==> src/rtl/nand_dec_pkg.sv <==
package nand_dec_pkg;

    localparam int IO_W        = 8;
    localparam int COL_W       = 9;
    localparam int ROW_W       = 13;
    localparam int PAGE_W      = 4;
    localparam int MAIN_COLS   = 256;
    localparam int SPARE_COLS  = 8;
    localparam int LAST_COL    = MAIN_COLS + SPARE_COLS - 1;
    localparam int ROW_HI_W    = ROW_W - IO_W;
    localparam int SPARE_SEL_W = $clog2(SPARE_COLS);
    localparam int KIND_W      = 3;

    localparam logic [IO_W-1:0] CODE_READ_MAIN  = 8'h00;
    localparam logic [IO_W-1:0] CODE_READ_SPARE = 8'h50;
    localparam logic [IO_W-1:0] CODE_READ_ID    = 8'h90;
    localparam logic [IO_W-1:0] CODE_RESET      = 8'hFF;
    localparam logic [IO_W-1:0] CODE_LOAD_SETUP = 8'h80;
    localparam logic [IO_W-1:0] CODE_LOAD_GO    = 8'h10;
    localparam logic [IO_W-1:0] CODE_WIPE_SETUP = 8'h60;
    localparam logic [IO_W-1:0] CODE_WIPE_GO    = 8'hD0;
    localparam logic [IO_W-1:0] CODE_STATUS     = 8'h70;

    typedef enum logic [KIND_W-1:0] {
        KIND_NONE       = 3'd0,
        KIND_READ_MAIN  = 3'd1,
        KIND_READ_SPARE = 3'd2,
        KIND_READ_ID    = 3'd3,
        KIND_RESET      = 3'd4,
        KIND_PROGRAM    = 3'd5,
        KIND_ERASE      = 3'd6,
        KIND_STATUS     = 3'd7
    } op_kind_e;

    typedef enum logic [2:0] {
        MODE_IDLE, MODE_READ, MODE_SPARE, MODE_PROG, MODE_ERASE
    } seq_mode_e;

    typedef enum logic [1:0] {
        SLOT_COL    = 2'd0,
        SLOT_ROW_LO = 2'd1,
        SLOT_ROW_HI = 2'd2,
        SLOT_FULL   = 2'd3
    } addr_slot_e;

    typedef struct packed {
        op_kind_e               kind;
        logic [COL_W-1:0]       col;
        logic [ROW_W-1:0]       row;
    } op_req_t;

    function automatic logic [COL_W-1:0] map_column(input logic [IO_W-1:0] b,
                                                    input logic spare);
        if (spare)
            return COL_W'(MAIN_COLS) + COL_W'(b[SPARE_SEL_W-1:0]);
        return COL_W'(b);
    endfunction

    function automatic logic [ROW_W-1:0] block_base(input logic [ROW_W-1:0] r);
        return {r[ROW_W-1:PAGE_W], {PAGE_W{1'b0}}};
    endfunction

endpackage

==> src/rtl/nand_bus_sampler.sv <==
module nand_bus_sampler
    import nand_dec_pkg::*;
(
    input  logic            clk,
    input  logic            rst,
    input  logic            ce_n,
    input  logic            we_n,
    input  logic            cle,
    input  logic            ale,
    output logic            cmd_stb,
    output logic            addr_stb,
    output logic            data_stb
);
    logic we_prev;
    logic take;

    always_ff @(posedge clk) begin
        if (rst) we_prev <= 1'b1;
        else     we_prev <= we_n;
    end

    assign take     = !we_prev && we_n && !ce_n;
    assign cmd_stb  = take &&  cle && !ale;
    assign addr_stb = take && !cle &&  ale;
    assign data_stb = take && !cle && !ale;
endmodule

==> src/rtl/nand_addr_assembler.sv <==
module nand_addr_assembler
    import nand_dec_pkg::*;
(
    input  logic               clk,
    input  logic               rst,
    input  logic               clr,
    input  logic               begin_col,
    input  logic               begin_row,
    input  logic               addr_en,
    input  logic               spare_sel,
    input  logic               data_adv,
    input  logic [IO_W-1:0]    byte_in,
    output logic [COL_W-1:0]   col,
    output logic [ROW_W-1:0]   row,
    output logic [COL_W-1:0]   next_col,
    output logic               addr_done
);
    addr_slot_e slot;

    always_ff @(posedge clk) begin
        if (rst || clr) begin
            slot     <= SLOT_FULL;
            col      <= '0;
            row      <= '0;
            next_col <= '0;
        end else if (begin_col || begin_row) begin
            slot     <= begin_col ? SLOT_COL : SLOT_ROW_LO;
            col      <= '0;
            row      <= '0;
            next_col <= '0;
        end else begin
            if (addr_en) begin
                case (slot)
                    SLOT_COL: begin
                        col      <= map_column(byte_in, spare_sel);
                        next_col <= map_column(byte_in, spare_sel);
                        slot     <= SLOT_ROW_LO;
                    end
                    SLOT_ROW_LO: begin
                        row[IO_W-1:0] <= byte_in;
                        slot          <= SLOT_ROW_HI;
                    end
                    SLOT_ROW_HI: begin
                        row[ROW_W-1:IO_W] <= byte_in[ROW_HI_W-1:0];
                        slot              <= SLOT_FULL;
                    end
                    default: ;
                endcase
            end
            if (data_adv) next_col <= next_col + 1'b1;
        end
    end

    assign addr_done = (slot == SLOT_FULL);
endmodule

==> src/rtl/nand_seq_ctrl.sv <==
module nand_seq_ctrl
    import nand_dec_pkg::*;
(
    input  logic               clk,
    input  logic               rst,
    input  logic               cmd_stb,
    input  logic               addr_stb,
    input  logic               data_stb,
    input  logic [IO_W-1:0]    byte_in,
    input  logic [COL_W-1:0]   col,
    input  logic [ROW_W-1:0]   row,
    input  logic [COL_W-1:0]   next_col,
    input  logic               addr_done,
    output logic               clr,
    output logic               begin_col,
    output logic               begin_row,
    output logic               addr_en,
    output logic               spare_sel,
    output logic               data_adv,
    output logic               op_valid,
    output op_req_t            op_q,
    output logic               data_valid,
    output logic [COL_W-1:0]   data_col,
    output logic [IO_W-1:0]    data_byte,
    output logic               seq_err
);
    seq_mode_e mode;

    always_comb begin
        clr       = cmd_stb && (byte_in == CODE_RESET);
        begin_col = cmd_stb && (byte_in == CODE_READ_MAIN || byte_in == CODE_READ_SPARE ||
                                byte_in == CODE_LOAD_SETUP);
        begin_row = cmd_stb && (byte_in == CODE_WIPE_SETUP);
        addr_en   = addr_stb && (mode != MODE_IDLE);
        spare_sel = (mode == MODE_SPARE);
        data_adv  = data_stb && (mode == MODE_PROG) && addr_done &&
                    (next_col <= COL_W'(LAST_COL));
    end

    always_ff @(posedge clk) begin
        if (rst) begin
            mode       <= MODE_IDLE;
            op_valid   <= 1'b0;
            op_q       <= '{kind: KIND_NONE, col: '0, row: '0};
            data_valid <= 1'b0;
            data_col   <= '0;
            data_byte  <= '0;
            seq_err    <= 1'b0;
        end else begin
            op_valid   <= 1'b0;
            seq_err    <= 1'b0;
            data_valid <= 1'b0;
            if (cmd_stb) begin
                case (byte_in)
                    CODE_RESET: begin
                        mode     <= MODE_IDLE;
                        op_valid <= 1'b1;
                        op_q     <= '{kind: KIND_RESET, col: '0, row: '0};
                    end
                    CODE_READ_MAIN:  mode <= MODE_READ;
                    CODE_READ_SPARE: mode <= MODE_SPARE;
                    CODE_LOAD_SETUP: mode <= MODE_PROG;
                    CODE_WIPE_SETUP: mode <= MODE_ERASE;
                    CODE_READ_ID: begin
                        mode     <= MODE_IDLE;
                        op_valid <= 1'b1;
                        op_q     <= '{kind: KIND_READ_ID, col: col, row: row};
                    end
                    CODE_STATUS: begin
                        op_valid <= 1'b1;
                        op_q     <= '{kind: KIND_STATUS, col: col, row: row};
                    end
                    CODE_LOAD_GO: begin
                        if (mode == MODE_PROG) begin
                            mode     <= MODE_IDLE;
                            op_valid <= 1'b1;
                            op_q     <= '{kind: KIND_PROGRAM, col: col, row: row};
                        end else begin
                            seq_err <= 1'b1;
                        end
                    end
                    CODE_WIPE_GO: begin
                        if (mode == MODE_ERASE) begin
                            mode     <= MODE_IDLE;
                            op_valid <= 1'b1;
                            op_q     <= '{kind: KIND_ERASE, col: '0, row: block_base(row)};
                        end else begin
                            seq_err <= 1'b1;
                        end
                    end
                    default: ;
                endcase
            end else if ((mode == MODE_READ || mode == MODE_SPARE) && addr_done) begin
                mode     <= MODE_IDLE;
                op_valid <= 1'b1;
                op_q     <= '{kind: (mode == MODE_SPARE) ? KIND_READ_SPARE : KIND_READ_MAIN,
                              col: col, row: row};
            end
            if (data_adv) begin
                data_valid <= 1'b1;
                data_col   <= next_col;
                data_byte  <= byte_in;
            end
        end
    end
endmodule

==> src/rtl/nand_cmd_decoder.sv <==
module nand_cmd_decoder
    import nand_dec_pkg::*;
(
    input  logic               clk,
    input  logic               rst,
    input  logic               ce_n,
    input  logic               we_n,
    input  logic               cle,
    input  logic               ale,
    input  logic [7:0]         io_in,
    output logic               op_valid,
    output logic [2:0]         op_kind,
    output logic [8:0]         op_col,
    output logic [12:0]        op_row,
    output logic               data_valid,
    output logic [8:0]         data_col,
    output logic [7:0]         data_byte,
    output logic               seq_err
);
    logic             cmd_stb, addr_stb, data_stb;
    logic             clr, begin_col, begin_row, addr_en, spare_sel, data_adv, addr_done;
    logic [COL_W-1:0] col_q, next_col;
    logic [ROW_W-1:0] row_q;
    op_req_t          op_q;

    nand_bus_sampler u_sampler (
        .clk(clk), .rst(rst), .ce_n(ce_n), .we_n(we_n), .cle(cle), .ale(ale),
        .cmd_stb(cmd_stb), .addr_stb(addr_stb), .data_stb(data_stb)
    );

    nand_addr_assembler u_addr (
        .clk(clk), .rst(rst), .clr(clr), .begin_col(begin_col), .begin_row(begin_row),
        .addr_en(addr_en), .spare_sel(spare_sel), .data_adv(data_adv), .byte_in(io_in),
        .col(col_q), .row(row_q), .next_col(next_col), .addr_done(addr_done)
    );

    nand_seq_ctrl u_ctrl (
        .clk(clk), .rst(rst), .cmd_stb(cmd_stb), .addr_stb(addr_stb), .data_stb(data_stb),
        .byte_in(io_in), .col(col_q), .row(row_q), .next_col(next_col),
        .addr_done(addr_done), .clr(clr), .begin_col(begin_col), .begin_row(begin_row),
        .addr_en(addr_en), .spare_sel(spare_sel), .data_adv(data_adv),
        .op_valid(op_valid), .op_q(op_q), .data_valid(data_valid), .data_col(data_col),
        .data_byte(data_byte), .seq_err(seq_err)
    );

    assign op_kind = op_q.kind;
    assign op_col  = op_q.col;
    assign op_row  = op_q.row;
endmodule

==> config.mk <==
export PLATFORM = sky130hd
export DESIGN_NAME = nand_cmd_decoder
export DESIGN_NICKNAME = d
export VERILOG_FILES = /design/src/rtl/nand_dec_pkg.sv /design/src/rtl/nand_bus_sampler.sv /design/src/rtl/nand_addr_assembler.sv /design/src/rtl/nand_seq_ctrl.sv /design/src/rtl/nand_cmd_decoder.sv
export SDC_FILE = /design/constraint.sdc
export NUM_CORES = 1
export LEC_CHECK = 0
export BUFFER_PORTS_ARGS = -buffer_cell sky130_fd_sc_hd__buf_2
export CORE_AREA = 2 2 89 91
export CTS_CLUSTER_SIZE = 12
export DETAILED_ROUTE_END_ITERATION = 12
export DIE_AREA = 0 0 91 93
export PLACE_DENSITY = 0.79
export SYNTH_ARGS = -nofsm -noshare
export SYNTH_HDL_FRONTEND = slang
export SYNTH_SLANG_ARGS = --single-unit
==> constraint.sdc <==
create_clock -name clk -period 1.9 [get_ports clk]
set_clock_uncertainty 0.05 [all_clocks]
set_input_delay 0.285 -clock clk [delete_from_list [all_inputs] [get_ports clk]]
set_output_delay 0.285 -clock clk [all_outputs]
set_load 0.02 [all_outputs]
---- Word-level counts from Yosys, hierarchy flattened ----
Cells that the tools add are included.
word-level totals
  input port bits ......................... 14
  memories kept ........................... 0
  bits in latches ......................... 0
  memory bits (read-only) ................. 0
  word-level logic and storage cells ...... 115
  bits in registers ....................... 82
  output and inout bits ................... 45
  memory bits (writable) .................. 0
cells by class
  divide/modulo/power cells ............... 0
  multiply operators ...................... 0
  equal/unequal tests ..................... 19
  mux-type cells .......................... 34
  reduce and logical (&&, ||, !) cells .... 43
  shift-type cells ........................ 0
  $add $sub $neg .......................... 2
  order comparisons ....................... 1
  bitwise logic cells ..................... 1
operator list
  cell                   number
  $pmux W25 S5           1
  $mux W25               4
  $mux W9                5
  $eq A8 B8 Y1 const B   4
  $eq A8 B7 Y1 const B   3
  $pmux W3 S7            1
  $logic_and A1 B1 Y1    15
  $mux W1                13
  $mux W3                4
  $reduce_and A2 Y1      5
  $add A9 B1 Y9 const B  1
  $add A9 B3 Y9 const A  1
  $le A9 B9 Y1 const B   1
  $eq A8 B5 Y1 const B   1
  $logic_not A8 Y1       1
  $ne A8 B8 Y1 const B   1
  $reduce_and A4 Y1      2
  $reduce_bool A2 Y1     4
  $eq A3 B2 Y1 const B   2
  $mux W2                3
  $ne A3 B3 Y1 const B   2
  $ne A6 B6 Y1 const B   1
  $pmux W2 S3            1
  $reduce_or A2 Y1       3
  other kinds (13)       21

---- Depth between registers and ports, before layout ----
  depth after elaboration ................. 13
  depth in mapped cells ................... 8
  mapped depth without buffers ............ 6

---- Cells and area by module ----
From an unflattened synthesis, not the netlist that was laid out.
unflattened totals
  cell total of the unflattened synthesis .. 428
  area total of the unflattened synthesis .. 3698.5 um2
by module, submodules not included
  module               times used  area an instance (um2)  cells an instance  sequential area each (um2)
  nand_seq_ctrl        1           2178.3                  244                960.9
  nand_addr_assembler  1           1456.4                  178                660.6
  nand_bus_sampler     1           63.8                    6                  20.0

---- Least setup slack after synthesis ----
OpenSTA, ideal clock, no wires.
  path kind ............................... reg2reg
  from .................................... register u_addr.next_col[3]
  to ...................................... register u_ctrl.data_col[7]
  setup slack ............................. -0.231 ns
  stages on the path, launching flop included .. 8
  arrival ................................. 1.949 ns
  clock period less this slack ............ 2.131 ns
  required time ........................... 1.718 ns
  buffers on the path ..................... 2
  library setup time ...................... 0.132 ns
  cell sequence ........................... dfxtp_1 or4_1 o31a_1 or2_2 buf_2 buf_2 nand2_1 a21oi_1
between the ends
  word-level cells in the longest chain between the ends .. 2
ends and longest elaborated chain
  what                      line                       source
  start: declaration        nand_addr_assembler.sv:15  output logic [COL_W-1:0] next_col,
  start signal: assignment  nand_addr_assembler.sv:36  next_col <= map_column(byte_in, spare_sel);
  start signal: assignment  nand_addr_assembler.sv:50  if (data_adv) next_col <= next_col + 1'b1;
  $le A9 B9 Y1              nand_seq_ctrl.sv:37        (next_col <= COL_W'(LAST_COL));
  $logic_and A1 B1 Y1       nand_seq_ctrl.sv:36        data_adv = data_stb && (mode == MODE_PROG) && addr_done &&
  end signal: assignment    nand_seq_ctrl.sv:101       data_col <= next_col;
  end: declaration          nand_seq_ctrl.sv:23        output logic [COL_W-1:0] data_col,
Every way passes these cells.
A chain may end at the register's enable or synchronous reset.

---- Final worst setup path ----
  from .................................... register u_addr.next_col[6]
  to ...................................... register u_addr.next_col[7]
between the ends
  word-level cells in the longest chain between the ends .. 4
  elaborated cells on any way between the ends .. 7
  those cells by class .................... add/sub: 1; order compare: 1; mux: 1; reduce/logical: 4
ends and longest elaborated chain
  what                          line
  $le A9 B9 Y1                  nand_seq_ctrl.sv:37
  $logic_and A1 B1 Y1           nand_seq_ctrl.sv:36
  $reduce_bool A2 Y1 (no line)  n/a
  $reduce_and A2 Y1 (no line)   n/a
Several ways; a longest one is shown, not always the timed one.

==> impl_metrics.json <==
{
  "critical_path_class": "reg -> reg",
  "final_common_cell": "nand2_1",
  "vias_per_cell": 5.57,
  "hpwl_mm": 7.09,
  "setup_slack_ns": -0.181,
  "dr.pass1.iters": 4,
  "overflow": 0,
  "synth_cell_types": 52,
  "die_w_um": 91,
  "first_global_vias": 3413,
  "synth-simple-area-share": 0.261,
  "port_buffers": 58,
  "cpPeakStageDelay_ns": 0.54,
  "synthArstFlopShare": 0,
  "yosys.area_share.xor_xnor": 0.00704,
  "slew_headroom": 0.685,
  "nets": 568,
  "worstHoldPathType": "in -> reg",
  "ir_drop_mv": 0.426,
  "diodes": 0,
  "htree_levels": 3,
  "synth_warnings": 0,
  "clk_latency_ns": 0.37,
  "row_count": 32,
  "synth_fa_ha_area_frac": 0.0201,
  "vias": 3646,
  "tritoncts.num_buffers": 9,
  "initial_core_util": 0.496,
  "dr.first_iter.drc_count": 165,
  "track_usage": 0.240,
  "synth-seq-area-share": 0.440,
  "finalHoldViolations": 0,
  "powerDensity_mw_per_mm2": 650,
  "worstPathCellList": "or4_4 -> o31a_1 -> buf_4 -> or2_4 -> o31ai_1 -> and3_1",
  "reg2reg_depth": 6,
  "failed_checks": "negative setup slack",
  "max_freq_mhz": 480,
  "antenna_found_initial": 0,
  "cp_max_fo": 5,
  "wire_per_inst_um": 15.7,
  "setup_viol": 25,
  "io_pins": 59,
  "synth_top_area_cell": "dfxtp_1",
  "clkTransAtPathRegs_ns": 0.10,
  "multi_input_area_mm2": 0.00206,
  "tightest_slew_ns": 0.471,
  "cts_tree": "built",
  "synth_top_area_share": 0.440,
  "synth_area_leaders": "dfxtp_1 (44%), mux2i_1 (10%), nand2_1 (9.5%)",
  "slew_viol_final": 0,
  "cp.arrival_ns": 2.34,
  "postSynthAreaPerCell_um2": 8.35,
  "crit_path_start_kind": "register",
  "drc": 0,
  "dp_cells": 636,
  "hold_depth": 2,
  "netlist_area_mm2": 0.00373,
  "critPathCaptureType": "register",
  "rsz0062_at_grt": "yes",
  "finalCriticalPeriod_ns": 2.08,
  "grt_max_degree": 40,
  "synth_compound_area_frac": 0.130,
  "regArea_mm2": 0.00164,
  "clock-root-buffer": "clkbuf_8",
  "period_share": 1.10,
  "cap_violations": 0,
  "synth_cells": 447,
  "final_cell_mix": "nand2_1 (91), dfxtp_1 (80), buf_2 (58)",
  "synth.mux.area_fraction": 0.102,
  "cts.sinks": 82,
  "dieHeight_um": 93,
  "status": "finished, violations left",
  "drt-total-wl_mm": 10.3,
  "clockBufferDepth": 2,
  "tns_ns": -2.86,
  "synth_enable_flop_cells": 0,
  "fp.coreArea_mm2": 0.00753,
  "leakagePower_nw": 2.26,
  "synthFlopType": "dfxtp_1",
  "die-area_mm2": 0.00846,
  "cts.hold.buffers_added": 0,
  "gp_congestion": 0.885,
  "synth_fp_nets": 467,
  "synth_top_family_by_area": "simple AND/OR/NAND/NOR gates",
  "required_ns": 2.16,
  "area_delta_synth_final_pct": 29.9,
  "cp_slowest_cell": "or4_4",
  "ant_nets": 0,
  "layout.cells.non_filler": 655,
  "ys_seq_elements": 82,
  "whs_ns": 0.0660,
  "grt_pass1_wl_mm": 16.2,
  "n_fill_cell": 653,
  "drive_gt1_frac": 0.302
}
-- area by class of cell --
| type | count | area share |
|---|---|---|
| multi-input cells | 331 | 0.425 |
| repair buffers | 118 | 0.165 |
| inverters | 6 | 0.00464 |
| well taps | 102 | 0.0263 |
| clock buffers | 9 | 0.0255 |
| flip-flops and latches | 82 | 0.339 |
| clock inverters | 7 | 0.0137 |
-- sequential cells by signal, indices dropped and copies added, names as in the netlist, 2 cells and up --
name              cells
u_ctrl.mode           3
u_ctrl.data_col       9
u_addr.col            9
u_addr.slot           2
u_addr.next_col       9
u_addr.row           13
u_ctrl.op_q          25
u_ctrl.data_byte      8
-- Yosys cell counts, types with 5 or more instances --
cell type   n
a211oi_1    5
ha_1        6
inv_1       6
and3_1     10
o21ai_0    11
clkbuf_1   21
dfxtp_1    82
nand3_1    28
nand2_1    94
a21oi_1    33
nor2_1     29
mux2i_1    38
buf_2       5
a31oi_1     5
nor3_1      8
-- logic make-up after synthesis --
kind of cell / after synthesis
XOR/XNOR: 3
multiplexers: 38
buffers and inverters: 34
AO/OA/AOI/OAI: 77
flip-flops: 82
adder cells (fa/ha/maj): 6
AND/OR/NAND/NOR: 207
-- power breakdown --
part	total (mW)	leakage [nW]	switching [mW]	internal (mW)
combinational	0.182	1.50	0.115	0.0675
clock	1.25	0.0922	0.736	0.511
sequential	1.72	0.661	0.00177	1.72
total	3.15	2.26	0.852	2.30
-- routing by layer --
layer / part of all wire / GRT usage
met3: 0.066 / 0.0524
met1: 0.42 / 0.298
met2: 0.49 / 0.403
met4: 0.024 / 0.101
met5: 0 / 0
-- critical path, delay by kind of cell (launching register included) --
family          cells  cell delay (ns)
simple gates        3             0.99
flops               1             0.33
compound gates      2             0.50
buf+inv             1             0.17
-- final timing paths --
path,startpoint,slack [ns],end
hold / removal,we_n,0.07,u_sampler.we_prev
setup reg to reg,u_addr.next_col[6],-0.18,u_addr.next_col[7]
hold reg to reg,u_ctrl.data_byte[7],0.40,u_ctrl.data_byte[7]
setup / recovery,u_addr.next_col[6],-0.18,u_addr.next_col[7]
-- through the flow --
step	utilization	cell area [um2]	setup slack (ns)	power [mW]
after floorplan	-	3760	-0.112	1.85
after global placement	0.600	4520	-0.229	1.93
after detailed placement	0.600	4520	-0.288	1.93
after CTS	0.631	4750	-0.163	3.16
after global routing	0.644	4850	-0.213	3.26
final	0.644	4850	-0.181	3.15
-- what timing repair did --
action	4_1_cts	5_1_grt
buffers inserted	1	3
gates resized for setup	13	20
pin swaps	10	7
setup endpoints to repair	24	49
Note: power is estimated with default switching activity, not from simulation.
